$ cat src/rtl/bcd_rtc.sv
module bcd_rtc #(
  parameter int REF_HZ  = 32768,
  parameter int TICK_HZ = 100,
  localparam int ACC_W  = $clog2(REF_HZ + TICK_HZ)
) (
  input  logic       clk,
  input  logic       rst_n,
  input  logic       ref_pulse,
  input  logic       bus_we,
  input  logic [5:0] bus_addr,
  input  logic [7:0] bus_wdata,
  output logic [7:0] bus_rdata,
  output logic       tick_100,
  output logic       date_flag
);

  function automatic logic [7:0] inc_bcd(input logic [7:0] v);
    return (v[3:0] == 4'd9) ? {v[7:4] + 4'd1, 4'd0} : {v[7:4], v[3:0] + 4'd1};
  endfunction

  function automatic logic [6:0] to_bin(input logic [7:0] v);
    return 7'(v[7:4]) * 7'd10 + 7'(v[3:0]);
  endfunction

  logic [ACC_W-1:0] acc;
  logic [ACC_W:0]   acc_sum;
  logic             ovf, wr_time;
  logic [7:0]       hs, sec, min, hour, dow, date, mon, yr;

  assign acc_sum  = {1'b0, acc} + (ACC_W+1)'(TICK_HZ);
  assign ovf      = acc_sum >= (ACC_W+1)'(REF_HZ);
  assign wr_time  = bus_we && (bus_addr < 6'd8);
  assign tick_100 = ref_pulse && !wr_time && ovf;
  assign date_flag = date[7];

  logic [7:0] h12_inc, h24_inc, d_inc;
  logic [6:0] yr_bin, date_bin;
  logic [4:0] last_day;
  logic       c1, c2, c3, day_c, c5, c6;
  logic [7:0] hour_n;

  assign h12_inc  = inc_bcd({3'b0, hour[4:0]});
  assign h24_inc  = inc_bcd({2'b0, hour[5:0]});
  assign d_inc    = inc_bcd({2'b0, date[5:0]});
  assign yr_bin   = to_bin(yr);
  assign date_bin = to_bin({2'b0, date[5:0]});

  always_comb begin
    case (mon)
      8'h02:                      last_day = (yr_bin[1:0] == 2'b00) ? 5'd29 : 5'd28;
      8'h04, 8'h06, 8'h09, 8'h11: last_day = 5'd30;
      default:                    last_day = 5'd31;
    endcase
  end

  assign c1 = tick_100 && (hs == 8'h99);
  assign c2 = c1 && (sec == 8'h59);
  assign c3 = c2 && (min == 8'h59);

  always_comb begin
    hour_n = hour;
    day_c  = 1'b0;
    if (c3) begin
      if (hour[6]) begin
        if (hour[4:0] == 5'h12) hour_n = {hour[7:5], 5'h01};
        else if (hour[4:0] == 5'h11) begin
          hour_n = {hour[7:6], ~hour[5], 5'h12};
          day_c  = hour[5];
        end else hour_n = {hour[7:5], h12_inc[4:0]};
      end else begin
        if (hour[5:0] == 6'h23) begin
          hour_n = {hour[7:6], 6'h00};
          day_c  = 1'b1;
        end else hour_n = {hour[7:6], h24_inc[5:0]};
      end
    end
  end

  assign c5 = day_c && (date_bin >= {2'b0, last_day});
  assign c6 = c5 && (mon == 8'h12);

  always_ff @(posedge clk) begin
    if (!rst_n) acc <= '0;
    else if (wr_time) acc <= '0;
    else if (ref_pulse) acc <= ovf ? ACC_W'(acc_sum - (ACC_W+1)'(REF_HZ)) : acc_sum[ACC_W-1:0];
  end

  always_ff @(posedge clk) begin
    if (!rst_n) begin
      hs <= 8'h00; sec <= 8'h00; min <= 8'h00; hour <= 8'h00;
      dow <= 8'h01; date <= 8'h01; mon <= 8'h01; yr <= 8'h00;
    end else if (wr_time) begin
      case (bus_addr[2:0])
        3'd0: hs   <= bus_wdata;
        3'd1: sec  <= {1'b0, bus_wdata[6:0]};
        3'd2: min  <= {1'b0, bus_wdata[6:0]};
        3'd3: hour <= {1'b0, bus_wdata[6:0]};
        3'd4: dow  <= {5'b0, bus_wdata[2:0]};
        3'd5: date <= {bus_wdata[7], 1'b0, bus_wdata[5:0]};
        3'd6: mon  <= {3'b0, bus_wdata[4:0]};
        default: yr <= bus_wdata;
      endcase
    end else if (tick_100) begin
      hs   <= c1 ? 8'h00 : inc_bcd(hs);
      hour <= hour_n;
      if (c1) sec <= c2 ? 8'h00 : inc_bcd(sec);
      if (c2) min <= c3 ? 8'h00 : inc_bcd(min);
      if (day_c) begin
        dow  <= (dow == 8'h07) ? 8'h01 : dow + 8'h01;
        date <= {date[7:6], c5 ? 6'h01 : d_inc[5:0]};
      end
      if (c5) mon <= c6 ? 8'h01 : inc_bcd(mon);
      if (c6) yr  <= (yr == 8'h99) ? 8'h00 : inc_bcd(yr);
    end
  end

  always_comb begin
    case (bus_addr)
      6'd0: bus_rdata = hs;
      6'd1: bus_rdata = sec;
      6'd2: bus_rdata = min;
      6'd3: bus_rdata = hour;
      6'd4: bus_rdata = dow;
      6'd5: bus_rdata = date;
      6'd6: bus_rdata = mon;
      6'd7: bus_rdata = yr;
      default: bus_rdata = 8'h00;
    endcase
  end

endmodule

$ cat config.mk
export PLATFORM = sky130hd
export DESIGN_NAME = bcd_rtc
export DESIGN_NICKNAME = d
export VERILOG_FILES = /design/src/rtl/bcd_rtc.sv
export SDC_FILE = /design/constraint.sdc
export NUM_CORES = 1
export LEC_CHECK = 0
export CAP_MARGIN = 20
export CORE_ASPECT_RATIO = 1.25
export CORE_MARGIN = 5
export CORE_UTILIZATION = 60
export CTS_CLUSTER_DIAMETER = 80
export DETAILED_ROUTE_END_ITERATION = 10
export PLACE_DENSITY = 0.8
export SKIP_LAST_GASP = 1
export SYNTH_ARGS = -nofsm -noshare
export SYNTH_HDL_FRONTEND = slang
export SYNTH_SLANG_ARGS = --single-unit
$ cat constraint.sdc
create_clock -name clk -period 4.2 [get_ports clk]
set_clock_uncertainty 0.05 [all_clocks]
set_input_delay 0.84 -clock clk [delete_from_list [all_inputs] [get_ports clk]]
set_output_delay 0.84 -clock clk [all_outputs]
set_load 0.1 [all_outputs]
# Yosys cells after proc, flatten, opt, wreduce, memory -nomap -nowiden

Index checks and enable logic that the tools add are counted.

Register bits: 80
Output and inout port bits: 10
Input port bits: 18
Word-level logic and storage cells: 197

Multiplexer cells: 59
Reductions and logical operators: 47
Add/sub/neg operators: 20
$lt $le $gt $ge: 3
Equal/unequal tests: 45
Bitwise logic cells: 2
Multipliers: 2

Operators with widths:

| kind                                                                | count |
|---|---|
| 2-to-1 mux 8 bit                                                    | 41 |
| case mux 8 bit (8 select lines)                                     | 1 |
| adder 4 x 1 -> 4 bit, second input constant                         | 12 |
| 2-to-1 mux 6 bit                                                    | 8 |
| == test 4 bit, second input constant                                | 7 |
| == test 6 x 3 -> 1 bit, second input constant                       | 4 |
| == test 8 x 3 -> 1 bit, second input constant                       | 3 |
| AND reduction 3 bit                                                 | 8 |
| AND reduction 4 bit                                                 | 5 |
| nonzero test 3 bit                                                  | 6 |
| adder 16 x 7 -> 17 bit, second input constant                       | 1 |
| greater-or-equal comparator 17 x 16 -> 1 bit, second input constant | 1 |
| == test 8 x 5 -> 1 bit, second input constant                       | 2 |
| == test 8 x 7 -> 1 bit, second input constant                       | 2 |
| == test 8 bit, second input constant                                | 2 |
| 2-to-1 mux 16 bit                                                   | 1 |
| subtractor 16 bit, second input constant                            | 1 |
| inequality test 2 x 1 -> 1 bit, second input constant               | 7 |
| nonzero test 2 bit                                                  | 7 |
| == test 6 x 2 -> 1 bit, second input constant                       | 2 |
| == test 5 bit, second input constant                                | 2 |
| == test 3 bit, second input constant                                | 3 |
| adder 8 x 1 -> 8 bit, second input constant                         | 1 |
| == test 8 x 2 -> 1 bit, second input constant                       | 1 |
| other kinds (33)                                                    | 50 |

# Logic depth before layout (Yosys ltp)

Depth after elaboration: 15
Depth in mapped cells: 13
Mapped depth without buffers: 13

# Worst setup path before layout

Ideal clock, no wire load.

Kind: input to output
From: input port bus_addr[0]
To: output port bus_rdata[3]
Slack: 0.627 ns
Stages on the path: 6
Path buffers: 2
Required time: 3.310 ns
Arrival: 2.683 ns
Cells stage by stage: clkbuf_1 > buf_1 > mux2i_1 > o21ai_0 > a22oi_1 > nand3_1

Longest elaborated chain between the ends: 2
Elaborated cells on any way between the ends: 9
Classes of those cells: eq/ne (7); mux (1); reduce/logical (1)

RTL lines:

| what                                           | RTL line | text |
|---|---|---|
| from (decl)                                    | 10       | `input logic [5:0] bus_addr,` |
| == test 6 x 3 -> 1 bit (tied with other cells) | 118      | `case (bus_addr)` |
| case mux 8 bit (8 select lines) (*)            | 118      |  |
| to (decl)                                      | 12       | `output logic [7:0] bus_rdata,` |

Mark *: on every way between the ends. The rest lies on a longest branch, timed or not.

# Worst setup path in the final report

From: input port bus_addr[4]
To: output port bus_rdata[2]

Same word-level chain as after synthesis.

==> flow_summary.ini <==
[setup_path]
startpoint = bus_addr[4]
worst_path_largest_cell_delay_ns = 0.50
reg2reg_depth = 13
cp_data_arrival_time_ns = 2.98
crit_type = in -> out
start_kind = primary input
cp_cell_sequence = clkdlybuf4s50_1 > or3_1 > nor3_2 > nand2_1 > o211ai_1 > a221oi_1 > nand2_1 > buf_12
rr_startpoint = mon[0]
crit_required_ns = 3.31
cpMostUsedCell = nand2_1
setup.worst_path.end_class = primary output
cpMaxStageDelayCell = clkdlybuf4s50_1
cp_max_fo = 8

[logic_synthesis]
synth_area_sq_um = 5570
synth_edf_count = 0
async_reset_ff_share_pct = 0
ys_types = 88
avgSynthCellArea_sq_um = 7.99
syn-num-nets = 745
synth_cells = 697
synth-seq-area-share_pct = 27.3
synthFlopType = dfxtp_1
synth-seq-cells = 76
yosys_warnings = 0

[pwr]
leakage_nw = 2.47
p_per_area_nw_per_um2 = 282
ir_worst_vdd_mv = 0.191

[clock_network]
post_cts_buffers = 0
clk_latency_ns = 0.35
clk_path_buf_depth = 2
postCtsHoldBufs = 0
cts_buffers = 9
cts_resized = 0
cts_tree = yes
cts_root_buffer = clkbuf_16
htree_levels = 3
cts.reportedPaths.clkPinSlew_ns = 0.06
cts_sinks = 76

[sta]
rsz0062_at_grt = no
layout_min_cycle_time_ns = 3.87
slew_viol_final = 0
max_freq_mhz = 258
relSlewSlack_pct = 35.3
period_share_pct = 92.2
setup_viol_count_final = 0
tns_ns = 0
hold_slack_ns = 0.447
tightest_slew_ns = 0.967
hold_viol = 0

[drt]
vias_per_cell = 6.98
wl_per_cell_microns = 20.4
drc = 0
drtPass1Iterations = 5
vias = 5874
dr.first_iter.drc_count = 716
finalWirelength_mm = 17.2
drtAntennaViolNets = 0

[place]
gp_congestion = 0.978
place_hpwl_mm = 12.5
portBuffers = 27
dp_cells = 827
place_area_sq_um = 6030

[cells_and_area]
seq_area_sq_um = 1520
utilization_pct = 69.8
stdcell_area_sq_um = 6370
antenna_cells = 0
multiInputGateArea_sq_um = 3780
fill_cells = 737
final_cells = 842
final_layout_size_suffix_gt1_share_pct = 10.6
fin_nets = 763
final_cell_mix = nand2_1 (80), dfxtp_1 (76), nor2_1 (50)
synthToLayoutAreaGrowth_pct = 14.3
layout_commonest_cell = nand2_1

[status]
status = finished clean

[global_routing]
grt_use_total_pct = 31.1
grt_pass1_vias = 5514
antenna_found_initial = 0
gr-total-overflow = 0
grt_max_degree = 52
grt_pass1_wl_mm = 27.8

[floorplanning]
num_io_pins = 28
rows = 39
initial_core_util_pct = 61.1
die_x_microns = 96.2
core_sq_um = 9130
die_area_sq_um = 11300
dieHeight_microns = 118

[worst_hold_path]
holdPathStages = 2
hold_class = reg -> reg
hold_path_startpoint = acc[14]

[flow_run]
drv_cap = 0
Yosys cell counts (all sizes together) (7+ instances only):
cell type | n | area share (%)
ha | 29 | 6.5
o31ai | 12 | 1.6
o211ai | 8 | 1.1
nand3 | 38 | 3.4
or3 | 8 | 0.99
clkbuf | 27 | 2.4
a31oi | 15 | 2.1
a22oi | 7 | 0.94
nor3 | 13 | 1.4
o21ai | 50 | 4.5
mux2i | 19 | 3.4
xor2 | 8 | 1.3
a211oi | 11 | 1.6
dfxtp | 76 | 27
a21oi | 37 | 3.4
nand2 | 80 | 5.4
and2 | 7 | 0.79
nor2 | 50 | 3.4
and3 | 13 | 1.5
nor3b | 9 | 1.2
nand4 | 15 | 1.8
inv | 25 | 1.8
buf | 9 | 0.94
cells by family after synthesis:
group / count (synthesis) / share of synthesized area [%]
AOI/OAI and AO/OA: 214 / 27.3
xor gates and xnor gates: 14 / 2.20
adders and majority gates: 30 / 6.87
muxes: 24 / 4.42
and+or+nand+nor: 278 / 26.9
DFF: 76 / 27.3
buffers and inverters: 61 / 5.08
power by group:
group | total [mW] | switching, mW | internal [mW]
Combinational | 0.146 | 0.0880 | 0.0577
Sequential | 0.749 | 0.0181 | 0.731
Clock | 0.899 | 0.320 | 0.579
layout make-up:
class | instances | area share (%)
tap | 123 | 2.42
sequential | 76 | 23.9
multi-input combinational | 560 | 59.3
inverter | 25 | 1.55
timing repair buffer | 43 | 7.54
clock buffer | 9 | 3.54
clock inverter | 6 | 1.77
state kept, by name, summed over array words and instances (netlist names), 8 cells and up:
signal / count
dow: 8
min: 8
acc: 14
mon: 8
yr: 8
hs: 8
sec: 8
worst max-delay path, delay by kind of cell:
family	cells	cell delay (ns)
compound gates	2	0.21
buf+inv	2	0.69
simple gates	4	1.25
stage by stage:
step	setup slack [ns]	power [mW]
4_1_cts	0.368	1.80
3_5_place_dp	0.408	0.906
3_3_place_gp	0.397	0.901
2_1_floorplan	0.627	0.855
6_report	0.326	1.79
5_1_grt	0.234	1.85
path summary, 6_finish.rpt:
path | slack (ns) | end
worst max-delay path | 0.33 | bus_rdata[2]
worst min-delay path | 0.45 | acc[14]
worst max register to register | 0.87 | mon[1]
worst min register to register | 0.45 | acc[14]
metal layers:
metal  GRT usage (%)  wire length (microns)
met2            47.9                   8050
met4            18.6                    969
met3            6.07                   1510
met1            39.1                   6640
met5               0                      0
Note: power is estimated with default switching activity, not from simulation.
